### src/rtl/txframe_pkg.sv
package txframe_pkg;

    typedef enum logic [1:0] {
        SEL_NONE = 2'd0,
        SEL_BUF  = 2'd1,
        SEL_XMIT = 2'd2,
        SEL_CMD  = 2'd3
    } wsel_e;

    typedef enum logic [1:0] {
        ST_OK   = 2'd0,
        ST_DISC = 2'd1,
        ST_FAIL = 2'd2,
        ST_NONE = 2'd3
    } stat_e;

    localparam logic [2:0] TYPE_HRST   = 3'd5;
    localparam logic [2:0] TYPE_CRST   = 3'd6;
    localparam int         NORMAL_TYPES = 5;
    localparam int         MIN_NORMAL_LEN = 2;

    // alert flag bit positions
    localparam int AL_OK   = 0;
    localparam int AL_DISC = 1;
    localparam int AL_FAIL = 2;

endpackage

### src/rtl/txframe_type_class.sv
module txframe_type_class
    import txframe_pkg::*;
(
    input  logic [2:0] ftype,
    output logic       is_normal,
    output logic       is_hrst,
    output logic       is_crst
);
    always_comb begin
        is_normal = (int'(ftype) < NORMAL_TYPES);
        is_hrst   = (ftype == TYPE_HRST);
        is_crst   = (ftype == TYPE_CRST);
    end
endmodule

### src/rtl/txframe_store.sv
module txframe_store #(
    parameter int DEPTH = 32,
    parameter int IDX_W = $clog2(DEPTH + 1)
) (
    input  logic             clk,
    input  logic             we,
    input  logic [IDX_W-1:0] waddr,
    input  logic [7:0]       wdata,
    input  logic [IDX_W-1:0] raddr,
    output logic [7:0]       rdata
);
    localparam int AW = (DEPTH > 1) ? $clog2(DEPTH) : 1;

    logic [7:0] slot_q [DEPTH];

    always_ff @(posedge clk) begin
        if (we && (int'(waddr) < DEPTH)) begin
            slot_q[waddr[AW-1:0]] <= wdata;
        end
    end

    always_comb begin
        if (int'(raddr) < DEPTH) begin
            rdata = slot_q[raddr[AW-1:0]];
        end else begin
            rdata = 8'h00;
        end
    end
endmodule

### src/rtl/txframe_alerts.sv
module txframe_alerts
    import txframe_pkg::*;
(
    input  logic       clk,
    input  logic       rst_n,
    input  logic       stat_valid,
    input  logic [1:0] stat_code,
    input  logic       both_set,
    input  logic [2:0] clr,
    output logic [2:0] flags
);
    typedef struct packed {
        logic [2:0] flags;
    } al_state_t;

    al_state_t al_d, al_q;
    logic [2:0] set_v;

    always_comb begin
        set_v = '0;
        if (stat_valid) begin
            unique case (stat_e'(stat_code))
                ST_OK:   set_v[AL_OK]   = 1'b1;
                ST_DISC: set_v[AL_DISC] = 1'b1;
                ST_FAIL: set_v[AL_FAIL] = 1'b1;
                default: set_v = '0;
            endcase
        end
        if (both_set) begin
            set_v[AL_OK]   = 1'b1;
            set_v[AL_FAIL] = 1'b1;
        end
        al_d.flags = (al_q.flags & ~clr) | set_v;
    end

    always_ff @(posedge clk or negedge rst_n) begin
        if (!rst_n) begin
            al_q <= '0;
        end else begin
            al_q <= al_d;
        end
    end

    assign flags = al_q.flags;
endmodule

### src/rtl/txframe_ctrl.sv
module txframe_ctrl
    import txframe_pkg::*;
#(
    parameter int         DEPTH        = 32,
    parameter logic [7:0] CMD_FLUSH_TX = 8'hB1,
    parameter int         IDX_W        = $clog2(DEPTH + 1)
) (
    input  logic             clk,
    input  logic             rst_n,
    input  logic             wr_en,
    input  logic [1:0]       wr_sel,
    input  logic [7:0]       wr_pos,
    input  logic             wr_last,
    input  logic [7:0]       wr_data,
    input  logic [IDX_W-1:0] rd_idx,
    output logic [7:0]       rd_data,
    input  logic             stat_valid,
    input  logic [1:0]       stat_code,
    input  logic [2:0]       alert_clr,
    output logic             send_req,
    output logic [2:0]       send_type,
    output logic [1:0]       send_retry,
    output logic [IDX_W-1:0] send_len,
    output logic             alert_ok,
    output logic             alert_disc,
    output logic             alert_fail,
    output logic             if_err,
    output logic             hrst_cleanup
);
    localparam logic [IDX_W-1:0] IDX_FULL = IDX_W'(DEPTH);
    localparam logic [IDX_W-1:0] IDX_MIN  = IDX_W'(MIN_NORMAL_LEN);

    typedef struct packed {
        logic [7:0]       rem;
        logic [IDX_W-1:0] idx;
        logic             send_req;
        logic [2:0]       send_type;
        logic [1:0]       send_retry;
        logic [IDX_W-1:0] send_len;
        logic             err;
        logic             hrst;
    } ctl_state_t;

    ctl_state_t st_d, st_q;
    logic       mem_we;
    logic       both_set;
    logic       ty_normal, ty_hrst, ty_crst;
    logic [2:0] flags;
    wsel_e      sel;

    assign sel = wsel_e'(wr_sel);

    txframe_type_class u_class (
        .ftype     (wr_data[2:0]),
        .is_normal (ty_normal),
        .is_hrst   (ty_hrst),
        .is_crst   (ty_crst)
    );

    txframe_store #(.DEPTH(DEPTH), .IDX_W(IDX_W)) u_store (
        .clk   (clk),
        .we    (mem_we),
        .waddr (st_q.idx),
        .wdata (wr_data),
        .raddr (rd_idx),
        .rdata (rd_data)
    );

    always_comb begin
        st_d          = st_q;
        st_d.send_req = 1'b0;
        st_d.err      = 1'b0;
        st_d.hrst     = 1'b0;
        mem_we        = 1'b0;
        both_set      = 1'b0;
        if (wr_en) begin
            unique case (sel)
                SEL_BUF: begin
                    if (wr_pos == 8'd0) begin
                        st_d.rem = wr_data;
                    end else if ((st_q.rem == 8'd0) || (st_q.idx == IDX_FULL)) begin
                        st_d.err = 1'b1;
                    end else begin
                        mem_we   = 1'b1;
                        st_d.idx = st_q.idx + 1'b1;
                        st_d.rem = st_q.rem - 8'd1;
                    end
                end
                SEL_XMIT: begin
                    if (wr_last) begin
                        if (wr_pos != 8'd0) begin
                            st_d.err = 1'b1;
                        end else begin
                            st_d.idx = '0;
                            if (ty_normal && (st_q.idx < IDX_MIN)) begin
                                st_d.err = 1'b1;
                            end else begin
                                st_d.send_req   = 1'b1;
                                st_d.send_type  = wr_data[2:0];
                                st_d.send_retry = wr_data[5:4];
                                st_d.send_len   = st_q.idx;
                                st_d.hrst       = ty_hrst;
                                both_set        = ty_hrst | ty_crst;
                            end
                        end
                    end
                end
                SEL_CMD: begin
                    if ((wr_pos == 8'd0) && (wr_data == CMD_FLUSH_TX)) begin
                        st_d.idx = '0;
                    end
                end
                default: begin
                end
            endcase
        end
    end

    always_ff @(posedge clk or negedge rst_n) begin
        if (!rst_n) begin
            st_q <= '0;
        end else begin
            st_q <= st_d;
        end
    end

    txframe_alerts u_alerts (
        .clk        (clk),
        .rst_n      (rst_n),
        .stat_valid (stat_valid),
        .stat_code  (stat_code),
        .both_set   (both_set),
        .clr        (alert_clr),
        .flags      (flags)
    );

    assign send_req     = st_q.send_req;
    assign send_type    = st_q.send_type;
    assign send_retry   = st_q.send_retry;
    assign send_len     = st_q.send_len;
    assign if_err       = st_q.err;
    assign hrst_cleanup = st_q.hrst;
    assign alert_ok     = flags[AL_OK];
    assign alert_disc   = flags[AL_DISC];
    assign alert_fail   = flags[AL_FAIL];
endmodule

### config.mk
export PLATFORM = sky130hd
export DESIGN_NAME = txframe_ctrl
export DESIGN_NICKNAME = d
export VERILOG_FILES = /design/src/rtl/txframe_pkg.sv /design/src/rtl/txframe_type_class.sv /design/src/rtl/txframe_store.sv /design/src/rtl/txframe_alerts.sv /design/src/rtl/txframe_ctrl.sv
export SDC_FILE = /design/constraint.sdc
export NUM_CORES = 1
export LEC_CHECK = 0
export BUFFER_PORTS_ARGS = -buffer_cell sky130_fd_sc_hd__buf_2
export CORE_ASPECT_RATIO = 1.75
export CORE_MARGIN = 2
export CORE_UTILIZATION = 65
export CTS_CLUSTER_SIZE = 10
export DETAILED_ROUTE_END_ITERATION = 8
export PLACE_DENSITY = 0.9
export SLEW_MARGIN = 20
export SYNTH_ARGS = -nofsm -noshare
export SYNTH_HDL_FRONTEND = slang
export SYNTH_SLANG_ARGS = --single-unit
### constraint.sdc
create_clock -name clk -period 6 [get_ports clk]
set_input_delay 1.2 -clock clk [delete_from_list [all_inputs] [get_ports clk]]
set_output_delay 1.2 -clock clk [all_outputs]
set_load 0.005 [all_outputs]
==> impl_metrics.py <==
metrics = {
    "run_status": {
        "status": "completed",
    },
    "cts": {
        "hold_buffers": 0,
        "cts.htree.levels": 2,
        "cts.repair.resized": 0,
        "cts.sinks": 287,
        "clockRootBuffer": "clkbuf_16",
        "cts_setup_buffers": 0,
        "path_clk_slew_ps": 50,
        "cts_buffers": 34,
        "cts_tree": "done",
        "cts_buffer_depth": 3,
        "clock_latency_ps": 490,
    },
    "logic_synthesis": {
        "netlist_area_um2": 11700,
        "yosys.area.top_type": "edfxtp_1",
        "synth.area.top_cells": "edfxtp_1, mux4_2, dfrtp_1",
        "ys_ff_latch": 287,
        "ys.flop_type": "edfxtp_1",
        "yosysSeqAreaShare_pct": 72.1,
        "syn_avg_cell_area_um2": 18.5,
        "yosysWarnings": 0,
        "async_flop_share_pct": 10.8,
        "synthCells": 636,
        "syn_nets": 680,
        "netlist.area_leader.share_pct": 65.5,
        "synthDistinctLibCells": 51,
        "synth_edf_count": 256,
    },
    "sta": {
        "grt_setup_unrepaired": "no",
        "finalSetupViolCount": 0,
        "tns_ps": 0,
        "period_share_pct": 78.4,
        "tightest_slew_ps": 871,
        "maxSlewHeadroom_pct": 41.9,
        "fmax_ghz": 0.213,
        "period_minus_slack_ps": 4710,
        "finalMaxSlewViolations": 0,
        "finalHoldViolations": 0,
        "fin_skew_ps": 9.54,
    },
    "setup_path": {
        "crit_path_cell_trace": "buf_4 > mux4_2 > mux2i_1 > o22ai_1 > or2_2 > buf_2",
        "worstPathMaxFanout": 44,
        "r2r_start": "st_q[15]",
        "rrSetupSlack_ps": 2810,
        "crit_arrival_ps": 3510,
        "r2r_end": "u_store.slot_q[8][2]",
        "r2r_cells": 7,
        "startpoint": "rd_idx[0]",
        "max_stage_delay_ps": 660,
        "worstPathRequired_ps": 4800,
        "start_kind": "input port",
        "endpoint_kind": "output port",
        "critPathKind": "input port to output port",
        "critPathSlowestCell": "buf_4",
    },
    "floorplan": {
        "core_region_area_um2": 17900,
        "ios": 59,
        "start_util_pct": 65.6,
        "die_w_um": 106,
        "fp-row-count": 65,
        "die_h_um": 182,
        "dieArea_um2": 19200,
    },
    "routing": {
        "ant_nets": 0,
        "vias": 6390,
        "wirelength_um": 26200,
        "drt-pass1-iter-count": 5,
        "wire_per_inst_um": 27.8,
        "drt_iter0_markers": 561,
        "drc": 0,
        "via_per_inst": 6.78,
    },
    "min_path": {
        "worstHoldEndpoint": "send_len[3]",
        "min_from": "send_len[3]",
        "hold_depth": 2,
        "hp-class": "flop to flop",
    },
    "placement": {
        "place_area_um2": 12100,
        "hpwl_um": 16300,
        "placedCellCount": 893,
        "portBuffers": 58,
        "gp_congestion": 0.877,
    },
    "power": {
        "p_leak_nw": 4.56,
        "ir_drop_v": 0.000259,
        "power.total_mw": 4.41,
        "power_density_nw_per_um2": 336,
    },
    "global_route": {
        "grt_max_degree": 45,
        "grt_overflow": 0,
        "grt_pass1_wl_um": 40100,
        "grt_pass1_vias": 6755,
        "track_usage_pct": 28.4,
        "antenna_found_initial": 0,
    },
    "job": {
        "max_cap_violations": 0,
    },
    "layout": {
        "layout.cells.non_filler": 943,
        "fin_util_pct": 73.3,
        "final_nets": 739,
        "area_growth_pct": 11.8,
        "postLayoutCellArea_um2": 13100,
        "fill_cells": 1054,
        "antenna_cells": 0,
        "drive_gt1_share_pct": 26.1,
    },
}
-- flip-flops by register name, summed over array words and instances (netlist names) --
| name | cells |
|---|---|
| u_store.slot_q | 256 |
| send_len | 6 |
| hrst_cleanup | 1 |
| send_type | 3 |
| send_retry | 2 |
| if_err | 1 |
| u_alerts.flags | 3 |
| send_req | 1 |
| st_q | 14 |
-- through the flow --
step | hold slack, ps | setup WS [ps]
after global routing | 524 | 1100
after global placement | 468 | 1310
after CTS | 486 | 1210
after detailed placement | 472 | 1220
after floorplan | 449 | 2030
final | 496 | 1290
-- layout make-up --
| cell class | count | area (um^2) | area share (%) |
|---|---|---|---|
| Sequential cell | 287 | 8460 | 64.5 |
| Multi-Input combinational cell | 292 | 2970 | 22.7 |
| Clock buffer | 49 | 971 | 7.40 |
| Timing Repair Buffer | 62 | 348 | 2.65 |
| Tap cell | 234 | 293 | 2.23 |
| Inverter | 18 | 67.6 | 0.515 |
| Clock inverter | 1 | 5.00 | 0.0381 |
-- metal layers --
layer	wire length, um	global-route usage (%)	vias up
met3	1750	3.55	82
met5	0	0	-
li1	-	-	2647
met2	14300	50.6	440
met1	8910	34.6	3221
met4	1310	13.3	0
-- cell usage in the layout (no fill, tap or decap), types with 18 or more instances in the layout --
cell and n:
mux4_2 64, edfxtp_1 256, nand2_1 21, clkbuf_16 37
mux2i_1 33, buf_2 57, inv_1 18, dfrtp_1 31
nor2_1 41, o22ai_1 18
-- cells in the mapped netlist (2+ instances only) --
| cell | instances |
|---|---|
| or3_1 | 5 |
| edfxtp_1 | 256 |
| buf_1 | 4 |
| nor3_1 | 5 |
| nor2_1 | 41 |
| and3_1 | 2 |
| and2_1 | 2 |
| nand3b_1 | 2 |
| o211ai_1 | 4 |
| nand2b_1 | 2 |
| nand3_1 | 13 |
| inv_1 | 18 |
| ha_1 | 10 |
| mux2i_1 | 33 |
| buf_2 | 11 |
| clkbuf_1 | 7 |
| nor4_1 | 5 |
| dfrtp_1 | 31 |
| a21oi_1 | 6 |
| o21ai_0 | 17 |
| a22oi_1 | 3 |
| mux4_2 | 64 |
| nor4b_1 | 2 |
| buf_4 | 14 |
| buf_6 | 3 |
| mux2_2 | 6 |
| nand2_1 | 21 |
| a32oi_1 | 2 |
| or2_2 | 8 |
| o22ai_1 | 18 |
-- cells by family (layout without fill, tap and decap cells) --
logic type      after synthesis  after routing  synth area share (%)
compound gates               61             61                  3.52
xor+xnor                      1              1                0.0746
fa+ha+maj                    10             10                  1.07
buf+inv                      57            130                  2.58
flops                       287            287                  72.1
mux                         104            104                  15.8
simple gates                116            116                  4.87
-- power by group --
part	leakage (nW)	internal, mW	switching, mW
clock	0.474	1.11	0.725
combinational	1.39	0.125	0.197
sequential	2.70	2.21	0.0477
-- critical path: cells and delay by family --
family,cells,cell delay (ps)
multiplexers,2,1020
AND/OR/NAND/NOR,1,320
AO/OA/AOI/OAI,1,170
buffers and inverters,2,790
-- how the worst max path moves through the flow --
stage | to | slack, ps | cells after the start
2_1_floorplan | rd_data[5] | 2030 | 7
3_3_place_gp | rd_data[4] | 1310 | 7
3_5_place_dp | rd_data[5] | 1220 | 6
4_1_cts | rd_data[5] | 1210 | 6
5_1_grt | rd_data[5] | 1100 | 6
6_report | rd_data[5] | 1290 | 6
Note: power is estimated with default switching activity, not from simulation.
